--- config.mk ---
export PLATFORM = sky130hd
export DESIGN_NAME = sample_fifo_ctrl
export DESIGN_NICKNAME = d
export VERILOG_FILES = /design/src/rtl/sfc_pkg.sv /design/src/rtl/sfc_ctrl.sv /design/src/rtl/sfc_datapath.sv /design/src/rtl/sample_fifo_ctrl.sv
export SDC_FILE = /design/constraint.sdc
export NUM_CORES = 1
export LEC_CHECK = 0
export BUFFER_PORTS_ARGS = -buffer_cell sky130_fd_sc_hd__buf_2
export CAP_MARGIN = 25
export CORE_MARGIN = 2
export CORE_UTILIZATION = 30
export CTS_CLUSTER_DIAMETER = 40
export CTS_CLUSTER_SIZE = 30
export DETAILED_ROUTE_END_ITERATION = 10
export GPL_TIMING_DRIVEN = 0
export PLACE_DENSITY = 0.49
export SLEW_MARGIN = 30
export SYNTH_ARGS = -nofsm -noshare
export SYNTH_HDL_FRONTEND = slang
export SYNTH_SLANG_ARGS = --single-unit
export TNS_END_PERCENT = 1
--- constraint.sdc ---
create_clock -name clk -period 6.7 [get_ports clk]
set_input_delay 1.005 -clock clk [delete_from_list [all_inputs] [get_ports clk]]
set_output_delay 1.005 -clock clk [all_outputs]
set_load 0.01 [all_outputs]
--- src/rtl/sfc_pkg.sv ---
package sfc_pkg;
  typedef enum logic [1:0] {
    MODE_BYPASS = 2'b00,
    MODE_FIFO   = 2'b01,
    MODE_STREAM = 2'b10,
    MODE_TRIG   = 2'b11
  } sfcMode_e;

  // strobes from control to datapath
  typedef struct packed {
    logic flush;  // reset pointers
    logic push;   // write incoming sample
    logic pop;    // read oldest entry to output
    logic drop;   // discard oldest entry silently
  } sfcStrobe_t;
endpackage

--- src/rtl/sfc_ctrl.sv ---
module sfc_ctrl
  import sfc_pkg::*;
#(
  parameter int DEPTH = 32,
  parameter int CNT_W = $clog2(DEPTH + 1),
  parameter int SMP_W = $clog2(DEPTH)
) (
  input  logic             clk,
  input  logic             rstN,
  input  logic             cfgWrite,
  input  logic [1:0]       cfgMode,
  input  logic             cfgTrigSel,
  input  logic [SMP_W-1:0] cfgSamples,
  input  logic             sampleValid,
  input  logic             popReq,
  input  logic [1:0]       intSrc,
  output sfcStrobe_t       strobe,
  output logic [CNT_W-1:0] entryCount,
  output logic             watermark,
  output logic             trigSeen
);
  localparam logic [CNT_W-1:0] FULL = CNT_W'(DEPTH);

  sfcMode_e         modeQ;
  logic             trigSelQ;
  logic [SMP_W-1:0] samplesQ;
  logic [CNT_W-1:0] countQ;
  logic             trigQ;
  logic [CNT_W-1:0] afterPop;
  logic [CNT_W-1:0] window;
  logic             popOk, pushOk, dropOk, trigHit;

  assign window = CNT_W'(samplesQ);

  always_comb begin
    popOk    = popReq && (countQ != '0);
    afterPop = countQ - CNT_W'(popOk);
    pushOk   = 1'b0;
    dropOk   = 1'b0;
    if (sampleValid) begin
      unique case (modeQ)
        MODE_BYPASS: pushOk = 1'b0;
        MODE_FIFO:   pushOk = (afterPop < FULL);
        MODE_STREAM: begin
          pushOk = 1'b1;
          dropOk = (afterPop == FULL);
        end
        MODE_TRIG: begin
          if (trigQ) begin
            pushOk = (afterPop < FULL);
          end else if (samplesQ != '0) begin
            pushOk = 1'b1;
            dropOk = (afterPop >= window);
          end
        end
        default: pushOk = 1'b0;
      endcase
    end
    strobe.flush = cfgWrite;
    strobe.pop   = popOk  && !cfgWrite;
    strobe.push  = pushOk && !cfgWrite;
    strobe.drop  = dropOk && !cfgWrite;
  end

  assign trigHit = (modeQ == MODE_TRIG) && !trigQ && intSrc[trigSelQ];

  always_ff @(posedge clk or negedge rstN) begin
    if (!rstN) begin
      modeQ    <= MODE_BYPASS;
      trigSelQ <= 1'b0;
      samplesQ <= '0;
      countQ   <= '0;
      trigQ    <= 1'b0;
    end else if (cfgWrite) begin
      modeQ    <= sfcMode_e'(cfgMode);
      trigSelQ <= cfgTrigSel;
      samplesQ <= cfgSamples;
      countQ   <= '0;
      trigQ    <= 1'b0;
    end else begin
      countQ <= countQ + CNT_W'(strobe.push) - CNT_W'(strobe.pop) - CNT_W'(strobe.drop);
      if (trigHit) trigQ <= 1'b1;
    end
  end

  assign entryCount = countQ;
  assign trigSeen   = trigQ;
  assign watermark  = (samplesQ == '0) ||
                      (((modeQ == MODE_FIFO) || (modeQ == MODE_STREAM)) && (countQ >= window));

  // never above depth
  p_count_bound_r4: assert property (@(posedge clk) disable iff (!rstN) countQ <= FULL);
  // bypass keeps nothing
  p_bypass_empty_r3: assert property (@(posedge clk) disable iff (!rstN)
    (modeQ == MODE_BYPASS) |-> (countQ == '0));
  // a write flushes count and trigger
  p_flush_clears_r2: assert property (@(posedge clk) disable iff (!rstN)
    cfgWrite |=> (countQ == '0) && !trigQ);
  // trigger stays latched until a config write
  p_trig_sticky_r7: assert property (@(posedge clk) disable iff (!rstN)
    (trigQ && !cfgWrite) |=> trigQ);
  // pre-trigger window bounded by threshold
  p_pretrig_limit_r6: assert property (@(posedge clk) disable iff (!rstN)
    ((modeQ == MODE_TRIG) && !trigQ) |-> (countQ <= window));
endmodule

--- src/rtl/sfc_datapath.sv ---
module sfc_datapath
  import sfc_pkg::*;
#(
  parameter int DEPTH    = 32,
  parameter int SAMPLE_W = 48,
  parameter int AW       = $clog2(DEPTH)
) (
  input  logic                clk,
  input  logic                rstN,
  input  sfcStrobe_t          strobe,
  input  logic [SAMPLE_W-1:0] sampleData,
  output logic [SAMPLE_W-1:0] popData
);
  logic [SAMPLE_W-1:0] mem [DEPTH];
  logic [AW-1:0]       wrPtr, rdPtr;

  function automatic logic [AW-1:0] bump(input logic [AW-1:0] p);
    return (p == AW'(DEPTH - 1)) ? '0 : p + 1'b1;
  endfunction

  always_ff @(posedge clk) begin
    if (strobe.push) mem[wrPtr] <= sampleData;
  end

  always_ff @(posedge clk or negedge rstN) begin
    if (!rstN) begin
      wrPtr   <= '0;
      rdPtr   <= '0;
      popData <= '0;
    end else if (strobe.flush) begin
      wrPtr <= '0;
      rdPtr <= '0;
    end else begin
      if (strobe.push) wrPtr <= bump(wrPtr);
      if (strobe.pop) begin
        popData <= mem[rdPtr];
        rdPtr   <= bump(rdPtr);
      end else if (strobe.drop) begin
        rdPtr <= bump(rdPtr);
      end
    end
  end

  // pop and discard never both advance the read side
  p_pop_drop_excl_r11: assert property (@(posedge clk) disable iff (!rstN)
    !(strobe.pop && strobe.drop));
  // data output only moves on a pop
  p_popdata_hold_r10: assert property (@(posedge clk) disable iff (!rstN)
    !strobe.pop |=> $stable(popData));
endmodule

--- src/rtl/sample_fifo_ctrl.sv ---
module sample_fifo_ctrl
  import sfc_pkg::*;
#(
  parameter int DEPTH    = 32,
  parameter int AXIS_W   = 16,
  parameter int SAMPLE_W = 3 * AXIS_W,
  parameter int CNT_W    = $clog2(DEPTH + 1),
  parameter int SMP_W    = $clog2(DEPTH)
) (
  input  logic                clk,
  input  logic                rstN,
  input  logic                cfgWrite,
  input  logic [1:0]          cfgMode,
  input  logic                cfgTrigSel,
  input  logic [SMP_W-1:0]    cfgSamples,
  input  logic                sampleValid,
  input  logic [SAMPLE_W-1:0] sampleData,
  input  logic                popReq,
  input  logic [1:0]          intSrc,
  output logic [SAMPLE_W-1:0] popData,
  output logic [CNT_W-1:0]    entryCount,
  output logic                watermark,
  output logic                trigSeen
);
  sfcStrobe_t strobe;

  sfc_ctrl #(.DEPTH(DEPTH), .CNT_W(CNT_W), .SMP_W(SMP_W)) uCtrl (
    .clk(clk), .rstN(rstN), .cfgWrite(cfgWrite), .cfgMode(cfgMode),
    .cfgTrigSel(cfgTrigSel), .cfgSamples(cfgSamples), .sampleValid(sampleValid),
    .popReq(popReq), .intSrc(intSrc), .strobe(strobe), .entryCount(entryCount),
    .watermark(watermark), .trigSeen(trigSeen)
  );

  sfc_datapath #(.DEPTH(DEPTH), .SAMPLE_W(SAMPLE_W)) uData (
    .clk(clk), .rstN(rstN), .strobe(strobe), .sampleData(sampleData),
    .popData(popData)
  );
endmodule

# Word level (Yosys, flattened, before mapping)
# Memory sizes are Yosys's and may differ from the RTL's. A register that Yosys moved wholly into a read port is not among the register bits.
# Index checks and enable logic that the tools add are counted.
dict set report op_classes {
  n_addsub 6
  magnitude_cmp 4
  eq_ne 6
  mux 22
  bitwise_logic 1
  n_reduce_logical 20
}
# operator count
set op_table {}
lappend op_table {{two-way mux 5 bit} 7}
lappend op_table {{subtractor 6 x 1 -> 6 bit} 3}
lappend op_table {{greater-or-equal comparator 6 x 5 -> 1 bit} 2}
lappend op_table {{two-way mux 1 bit} 12}
lappend op_table {{adder 5 x 1 -> 5 bit, second input constant} 2}
lappend op_table {{== test 5 bit, second input constant} 2}
lappend op_table {{logical AND 1 bit} 7}
lappend op_table {{adder 6 x 1 -> 6 bit} 1}
lappend op_table {{== test 6 bit, second input constant} 1}
lappend op_table {{less-than comparator 6 bit, second input constant} 1}
lappend op_table {{two-way mux 6 bit} 1}
lappend op_table {{nonzero test 6 bit} 1}
lappend op_table {{logical NOT 5 bit} 1}
lappend op_table {{nonzero test 5 bit} 1}
lappend op_table {{== test 2 bit, second input constant} 2}
lappend op_table {{one-hot mux 1 bit (4 select lines)} 1}
lappend op_table {{nonzero test 2 bit} 2}
lappend op_table {{logical NOT 1 bit} 3}
lappend op_table {{nonzero test 3 bit} 1}
lappend op_table {{== test 2 x 1 -> 1 bit, second input constant} 1}
lappend op_table {{logical NOT 2 bit} 1}
lappend op_table {{logical OR 1 bit} 2}
lappend op_table {{less-than comparator 1 x 2 -> 1 bit, second input constant} 1}
lappend op_table {{one-hot mux 1 bit (2 select lines)} 1}
lappend op_table {{other kinds (2)} 2}
dict set report totals {
  register_bits 25
  mem_bits_rw 1536
  input_bits 63
  out_inout_bits 56
  word_cells 67
  mem_count 1
}
# name depth width rd rd_clocked_by_memory_dff write_ports line_no
set memory_table {}
lappend memory_table {uData.mem 32 48 1 1 1 sfc_datapath.sv:14} ;# logic [SAMPLE_W-1:0] mem [DEPTH];

# Longest topological paths before layout
# Gate-level depths: netlist of the first run.
dict set report logic_depth {
  depth_word 12
  ltp_mapped 26
  mapped_depth_nobuf 26
}

# Cells and area by module
# From an unflattened synthesis of the first run, not the netlist that was laid out.
dict set report hier_totals {
  cells_unflattened 3323
  hier_area_um2 63424.6
}
# mod instances cells_each area_each_um2 seq_area_each_um2
set by_module_without_submodules {}
lappend by_module_without_submodules {sfc_datapath 1 3188 62158.4 47575.6}
lappend by_module_without_submodules {sfc_ctrl 1 135 1266.2 375.4}

# Worst setup path before layout of the first run
# OpenSTA, ideal clock, no wires.
dict set report synth_path {
  path_kind {reg2reg}
  startpoint {reg uCtrl.countQ[2] (netlist: uCtrl.entryCount[2])}
  endpoint {mem uData.mem[30][0] (enable)}
  setup_time_ps 454
  t_arrival_ps 4643
  required_time_ps 6246
  slack_ps 1603
  stages_incl_launch_ff 14
  period_less_slack_ps 5097
  path_cell_list {dfrtp_1 inv_1 ha_1 nand2_1 o31ai_2 inv_1 ha_1 and4bb_2 xnor2_1 nor2_1 o311a_1 buf_2 nand3_1 nor2_1}
}
dict set report synth_between {
  elab_chain_cells 10
}
# item line_no
set synth_lines {}
lappend synth_lines {{start, declared} sfc_ctrl.sv:27} ;# logic [CNT_W-1:0] countQ;
lappend synth_lines {{start signal, assigned} sfc_ctrl.sv:81} ;# countQ <= countQ + CNT_W'(strobe.push) - CNT_W'(strobe.pop) - CNT_W'(strobe.drop);
lappend synth_lines {{nonzero test 6 bit} sfc_ctrl.sv:36} ;# popOk = popReq && (countQ != '0);
lappend synth_lines {{logical AND 1 bit} sfc_ctrl.sv:36}
lappend synth_lines {{subtractor 6 x 1 -> 6 bit (*)} sfc_ctrl.sv:37} ;# afterPop = countQ - CNT_W'(popOk);
lappend synth_lines {{less-than comparator 6 bit (*)} {sfc_ctrl.sv:43, sfc_ctrl.sv:50}}
lappend synth_lines {{two-way mux 1 bit} sfc_ctrl.sv:49} ;# if (trigQ) begin
lappend synth_lines {{one-hot mux 1 bit (4 select lines) (*)} sfc_ctrl.sv:41} ;# unique case (modeQ)
lappend synth_lines {{two-way mux 1 bit (*)} sfc_ctrl.sv:40} ;# if (sampleValid) begin
lappend synth_lines {{logical AND 1 bit (*)} sfc_ctrl.sv:61} ;# strobe.push = pushOk && !cfgWrite;
lappend synth_lines {{two-way mux 1 bit (*)} sfc_datapath.sv:22} ;# if (strobe.push) mem[wrPtr] <= sampleData;
lappend synth_lines {{two-way mux 1 bit (implied by the code) (*)} sfc_datapath.sv:22}
lappend synth_lines {{end, declared} sfc_datapath.sv:14}
# Every way passes the cells marked *; elsewhere a longest branch is shown, timed or not.

# Worst setup path after layout of the first run
dict set report layout_path {
  startpoint {reg uCtrl.countQ[2] (netlist: uCtrl.entryCount[2])}
  endpoint {reg uCtrl.countQ[5] (netlist: uCtrl.entryCount[5])}
}
dict set report layout_between {
  elab_chain_cells 12
  elab_cells_between_ends 20
}
# item line_no
set layout_lines {}
lappend layout_lines {{nonzero test 6 bit} sfc_ctrl.sv:36}
lappend layout_lines {{logical AND 1 bit} sfc_ctrl.sv:36}
lappend layout_lines {{subtractor 6 x 1 -> 6 bit} sfc_ctrl.sv:37}
lappend layout_lines {{less-than comparator 6 bit} {sfc_ctrl.sv:43, sfc_ctrl.sv:50}}
lappend layout_lines {{two-way mux 1 bit} sfc_ctrl.sv:49}
lappend layout_lines {{one-hot mux 1 bit (4 select lines)} sfc_ctrl.sv:41}
lappend layout_lines {{two-way mux 1 bit} sfc_ctrl.sv:40}
lappend layout_lines {{logical AND 1 bit} sfc_ctrl.sv:61}
lappend layout_lines {{adder 6 x 1 -> 6 bit} sfc_ctrl.sv:81}
lappend layout_lines {{subtractor 6 x 1 -> 6 bit} sfc_ctrl.sv:81}
lappend layout_lines {{subtractor 6 x 1 -> 6 bit (*)} sfc_ctrl.sv:81}
lappend layout_lines {{two-way mux 6 bit (*)} sfc_ctrl.sv:74} ;# end else if (cfgWrite) begin
# Marks and branches as above.
# A chain may end at the register's enable or synchronous reset.

==> results.json, run 1 <==
{
  "fin_crit_sh_pct": 82.4,
  "holdWs_ps": 107,
  "ios": 119,
  "endpoint_kind": "flop",
  "die_w_um": 456,
  "worst_path_largest_cell_delay_ps": 630,
  "placementRows": 165,
  "leakagePower_nw": 24.1,
  "cp.arrival_ps": 6200,
  "fmax_ghz": 0.181,
  "drtIter0Drc": 2867,
  "critPathKind": "flop to flop",
  "io_buffers": 118,
  "syn_area_mm2": 0.0613,
  "clk_latency_ps": 830,
  "clkSinkCount": 1609,
  "slew_headroom_pct": 33.0,
  "utilization_pct": 37.5,
  "gp_congestion": 0.722,
  "tns_ps": 0,
  "synth_cell_types": 49,
  "cts_tree": "yes",
  "worstHoldPathType": "primary input to async pin",
  "drc": 0,
  "fin_area_mm2": 0.0759,
  "synth_nets": 2900,
  "status": "finished, final reports clean",
  "postCtsResizedCells": 0,
  "synth.avg_cell_area_um2": 21.9,
  "critical_path_depth": 24,
  "dp.cells": 5699,
  "ys_async_sr_fraction_pct": 4.54,
  "fp.dieH_um": 456,
  "critPathBufInv": 3,
  "synth_flop_cell": "edfxtp_1",
  "finalPower_mw": 28.7,
  "netlist_instances": 2803,
  "worstPathCellList": "inv_1, ha_1, nand2_1, o31ai_2, inv_1, ha_1, ha_1, xor2_1, ha_1, o21a_1, o21ai_0, nor3b_1, o21ai_2, nand2b_1, fa_1, ha_1, ha_1, inv_1, fa_1, nor2_1, nor2_1, nor2_1, or3_1, a21oi_1",
  "antenna_found_initial": 21,
  "crit_slowest_cell": "o31ai_2",
  "hold_viol": 0,
  "grt_pass1_vias": 31900,
  "clock_skew_ps": 20.8,
  "rsz0062_at_grt": "false",
  "fin_crit_ps": 5520,
  "clkTransAtPathRegs_ps": 50,
  "worst_pin_slew_ps": 1000,
  "pre_cts_slack_ps": 1140,
  "drtPass1Iterations": 7,
  "fillCellCount": 18200,
  "area_growth_syn_to_layout_pct": 23.9,
  "wl_mm": 165,
  "cap_violations": 0,
  "setup_violations": 0,
  "vias": 30200,
  "synth-edff-count": 1536,
  "final_antenna_net_count": 0,
  "reg2reg_depth": 24,
  "fin_nets": 3344,
  "dieArea_mm2": 0.208,
  "ir_drop_mv": 0.279,
  "grt_first_pass_wirelength_mm": 238,
  "synth-seq-cells": 1609,
  "coreArea_mm2": 0.203,
  "wl_per_cell_um": 26.9,
  "crit_family": "adder cells",
  "postCtsHoldBufs": 0,
  "cp_data_required_time_ps": 7380,
  "cp_max_fo": 9,
  "place_area_mm2": 0.0683,
  "drive_above_1_share_pct": 32.2,
  "worstSetupStartpointType": "flop",
  "setup_slack_ps": 1180,
  "slew_viol_final": 0,
  "instances_no_fill": 6117,
  "numCtsBuffers": 218,
  "multi_input_area_mm2": 0.0128,
  "clk_path_buf_depth": 3,
  "viasPerCell": 4.94,
  "h-tree-depth": 4,
  "post_cts_buffers": 0,
  "p_per_area_mw_per_mm2": 378,
  "cpMostUsedCell": "ha_1",
  "regArea_mm2": 0.0480,
  "start_util_pct": 30.3,
  "seq_area_frac_synth_pct": 78.3,
  "yosysWarnings": 0,
  "cts_root_buf": "clkbuf_16",
  "dp_hpwl_mm": 113,
  "grt_start_max_net_pins": 39,
  "grt_usage_pct": 15.8,
  "gr-total-overflow": 0
}
Yosys cell counts, types with 3 or more instances:
cell	n	area share, %
a22oi_1	192	2.4
a31o_2	5	0.071
mux2_2	3	0.055
o21ai_0	11	0.090
mux4_2	384	14
nand2b_1	7	0.071
dfrtp_1	73	3.0
nand3b_1	5	0.061
and2_1	3	0.031
nor2b_1	5	0.051
clkbuf_1	92	0.56
nand3_1	7	0.057
nand2_1	62	0.38
buf_2	51	0.42
ha_1	32	0.65
a21o_1	3	0.037
or3_1	3	0.031
edfxtp_1	1536	75
xnor2_1	4	0.057
buf_1	16	0.098
inv_1	24	0.15
a21oi_1	154	1.3
nor2_1	95	0.58
metal layers:
metal	part of all wire (%)	GRT usage, %	up-vias	wire length, um
met2	49	26.2	841	80900
met3	5.5	3.17	232	9070
met4	3.0	5.42	22	4870
met5	0.077	0	-	127
li1	-	-	12800	-
met1	42	20.7	16300	69600
flip-flops by register name, indices dropped and copies added, names as in the netlist:
register and flops:
uCtrl.entryCount 6, uCtrl.modeQ 2, uCtrl.samplesQ 5, uCtrl.trigSeen 1, uCtrl.trigSelQ 1, uData.mem 1536, uData.popData 48, uData.rdPtr 5
uData.wrPtr 5
worst paths after layout:
kind                                      from             endpoint  slack, ps
min in group clk                 cfgSamples[2]    uCtrl.samplesQ[2]        400
max                        uCtrl.entryCount[2]  uCtrl.entryCount[5]       1180
max reg2reg                uCtrl.entryCount[2]  uCtrl.entryCount[5]       1180
min reg2reg                     uCtrl.trigSelQ       uCtrl.trigSelQ        520
min                                       rstN    uCtrl.samplesQ[0]        110
max in group asynchronous                 rstN    uData.popData[22]       5870
logic make-up after synthesis:
logic type      Yosys count  share of synthesized area, %
compound gates          379                          4.04
fa+ha+maj                34                         0.719
xor+xnor                  5                        0.0715
mux                     389                          14.2
buf+inv                 184                          1.24
simple gates            203                          1.48
flops                  1609                          78.3
layout make-up:
| class | instances | area share [%] |
|---|---|---|
| flip-flops and latches | 1609 | 63.2 |
| diodes | 4 | 0.0132 |
| well taps | 2672 | 4.40 |
| clock buffers | 248 | 7.60 |
| repair buffers | 224 | 4.54 |
| multi-input cells | 1010 | 16.9 |
| inverters | 24 | 0.119 |
| plain buffers | 160 | 0.900 |
| clock inverters | 166 | 2.37 |
where the power goes:
part / switching [mW] / internal, mW / leakage [nW]
clock: 4.71 / 7.10 / 3.66
combinational: 3.13 / 2.41 / 5.74
sequential: 0.147 / 11.2 / 14.7
worst reg2reg max path: cells and delay by family (launching register included):
family,cells,cell delay (ps)
simple gates,7,1010
fa+ha+maj,8,2190
xor+xnor,1,290
flops,1,500
compound gates,5,1050
buf+inv,3,320
cell usage in the layout, fill, tap and decap left out, types with 4 or more instances in the layout:
| master | netlist | final |
|---|---|---|
| a31o_2 | 5 | 5 |
| inv_1 | 24 | 24 |
| a22oi_1 | 192 | 192 |
| buf_16 | 0 | 100 |
| clkinv_4 | 0 | 22 |
| nand2_1 | 62 | 62 |
| clkinvlp_4 | 0 | 24 |
| nor2_1 | 95 | 61 |
| clkbuf_2 | 0 | 10 |
| clkinv_8 | 0 | 5 |
| clkinv_2 | 0 | 26 |
| ha_1 | 32 | 32 |
| nand2b_1 | 7 | 7 |
| bufinv_16 | 0 | 20 |
| clkinv_1 | 0 | 13 |
| xnor2_1 | 4 | 4 |
| edfxtp_1 | 1536 | 1536 |
| o21ai_0 | 11 | 11 |
| buf_1 | 16 | 14 |
| clkbuf_16 | 0 | 226 |
| clkbuf_1 | 92 | 101 |
| dfrtp_1 | 73 | 73 |
| inv_6 | 0 | 36 |
| buf_8 | 0 | 4 |
| mux4_2 | 384 | 384 |
| buf_2 | 51 | 170 |
| a21oi_1 | 154 | 154 |
| nor2_4 | 0 | 34 |
| inv_8 | 0 | 18 |
| diode_2 | 0 | 4 |
| nand3_1 | 7 | 7 |
| nor2b_1 | 5 | 5 |
| nand3b_1 | 5 | 5 |
(Power assumes the default switching activity.)
==> run 2, diff against run 1 <==
==> constraint.sdc (replaced) <==
create_clock -name clk -period 5.3 [get_ports clk]
set_input_delay 0.795 -clock clk [delete_from_list [all_inputs] [get_ports clk]]
set_output_delay 0.795 -clock clk [all_outputs]
set_load 0.01 [all_outputs]
==> results.json, run 2 (synthesis results as in run 1) <==
{
  "fillCellCount": 18200,
  "cp.arrival_ps": 5610,
  "most-common-layout-cells": "1536 x edfxtp_1, 384 x mux4_2, 226 x clkbuf_16, 192 x a22oi_1, 170 x buf_2",
  "slew_viol_final": 0,
  "clkTransAtPathRegs_ps": 50,
  "worst_pin_slew_ps": 1000,
  "largest_register_ff_count": 1536,
  "cp_max_fo": 5,
  "holdWs_ps": 194,
  "grt_usage_pct": 15.8,
  "clk_path_buf_depth": 3,
  "worstHoldPathType": "primary input to flop",
  "rsz0062_at_grt": "false",
  "slew_headroom_pct": 33.0,
  "cap_violations": 0,
  "finalPower_mw": 36.3,
  "rr_endpoint": "uCtrl.entryCount[5]",
  "grt_first_pass_wirelength_mm": 238,
  "gr-total-overflow": 0,
  "grt_pass1_vias": 31900,
  "grt_start_max_net_pins": 39,
  "status": "finished, final reports clean",
  "clock_skew_ps": 21.6,
  "pwr-share-comb_pct": 19.4,
  "h-tree-depth": 4,
  "wl_mm": 165,
  "start_util_pct": 30.3,
  "setup.worst_path.start": "uCtrl.entryCount[3]",
  "io_buffers": 118,
  "critical_path_depth": 24,
  "drc": 0,
  "critPathBufInv": 3,
  "vias": 30200,
  "endpoint": "uCtrl.entryCount[5]",
  "fmax_ghz": 0.206,
  "netSwitchingFraction_pct": 27.8,
  "p_per_area_mw_per_mm2": 478,
  "gp_congestion": 0.722,
  "viasPerCell": 4.94,
  "final_antenna_net_count": 0,
  "drtIter0Drc": 2795,
  "fin_crit_ps": 4870,
  "clk_latency_ps": 820,
  "setup_violations": 0,
  "layout_commonest_cell": "edfxtp_1",
  "utilization_pct": 37.5,
  "worstPathCellList": "inv_1, ha_1, nand2_1, o31ai_4, inv_1, ha_1, ha_1, xor2_2, ha_1, o21a_1, o21ai_0, nor3b_2, o21ai_2, nand2b_1, fa_1, ha_1, ha_1, inv_1, fa_1, nor2_1, nor2_1, nor2_1, or3_1, a21oi_1",
  "die_w_um": 456,
  "ir_drop_mv": 0.349,
  "wl_per_cell_um": 26.9,
  "area_growth_syn_to_layout_pct": 24.0,
  "r2r_setup_slack_ps": 430,
  "cp_data_required_time_ps": 6040,
  "critPathKind": "flop to flop",
  "cpMostUsedCell": "ha_1",
  "largest_register": "uData.mem",
  "fin_nets": 3347,
  "cts_tree": "yes",
  "cts_root_buf": "clkbuf_16",
  "placementRows": 165,
  "instances_no_fill": 6120,
  "dp.cells": 5699,
  "r2r_start": "uCtrl.entryCount[3]",
  "coreArea_mm2": 0.203,
  "fin_crit_sh_pct": 91.8,
  "hold_viol": 0,
  "leakagePower_nw": 24.1,
  "power.switching_mw": 10.1,
  "ios": 119,
  "drive_above_1_share_pct": 32.4,
  "clkSinkCount": 1609,
  "endpoint_kind": "flop",
  "reg2reg_depth": 24,
  "p_int_mw": 26.2,
  "worst_path_largest_cell_delay_ps": 440,
  "p_seq_share_pct": 39.5,
  "numCtsBuffers": 218,
  "drtPass1Iterations": 6,
  "fp.dieH_um": 456,
  "crit_slowest_cell": "fa_1",
  "antenna_found_initial": 21,
  "crit_family": "adder cells",
  "dp_hpwl_mm": 113,
  "pwr-share-clk_pct": 41.1,
  "dieArea_mm2": 0.208,
  "worstSetupStartpointType": "flop"
}
[run 2: per-stage QoR]
step / setup TNS [ps] / worst slack, ps / instance area (um2)
finish: 0 / 434 / 76000
global route: 0 / 29.0 / 76000
CTS: 0 / 45.2 / 75900
detailed placement: -290 / -251 / 68300
global placement: -5077460 / -3800 / 65200
floorplan: 0 / 203 / 61300
[run 2: power groups by stage]
stage / Combinational, mW / Clock [mW] / Sequential (mW)
2_1_floorplan: 4.54 / 0 / 14.7
3_3_place_gp: 7.12 / 0 / 14.6
3_5_place_dp: 7.19 / 0 / 14.6
4_1_cts: 7.22 / 15.2 / 14.4
5_1_grt: 7.66 / 15.7 / 14.4
6_report: 7.04 / 14.9 / 14.4
[run 2: cell type report]
type	count	area, um2	share of cell area (%)
antenna	4	10.0	0.0132
buffer	159	679	0.894
clock buffer	248	5770	7.59
clock inverter	166	1800	2.37
inverter	24	90.1	0.119
multi-input combinational	1010	12900	16.9
sequential	1609	48000	63.1
tap	2672	3340	4.40
timing repair buffer	228	3480	4.58
[run 2: how the worst min path moves through the flow]
stage | start | slack (ps) | depth (start not counted) | to
3_3_place_gp | uCtrl.trigSelQ | 500 | 1 | uCtrl.trigSelQ
3_5_place_dp | uCtrl.trigSelQ | 510 | 1 | uCtrl.trigSelQ
2_1_floorplan | uCtrl.trigSelQ | 490 | 1 | uCtrl.trigSelQ
5_1_grt | cfgSamples[2] | 170 | 3 | uCtrl.samplesQ[2]
4_1_cts | cfgSamples[2] | 120 | 3 | uCtrl.samplesQ[2]
6_report | cfgSamples[1] | 190 | 3 | uCtrl.samplesQ[1]
[run 2: routing by layer]
layer	routed length [um]	vias up	part of all wire (%)	GRT usage (%)
met5	127	-	0.077	0
li1	-	12800	-	-
met1	69800	16300	42	20.7
met3	8860	224	5.4	3.17
met2	80900	828	49	26.2
met4	4840	22	2.9	5.42
[run 2: worst min-delay path, delay by kind of cell]
kind,cells,cell delay [ps]
compound gates,1,60
buf+inv,1,80
simple gates,1,40
[run 2: what timing repair did]
item	CTS	global route
setup buffers	1	2
hold buffers	1	0
endpoints found under the hold margin	35	0
endpoints found under the setup margin	3	1
pin swaps	1	1
gates resized for setup	1	6
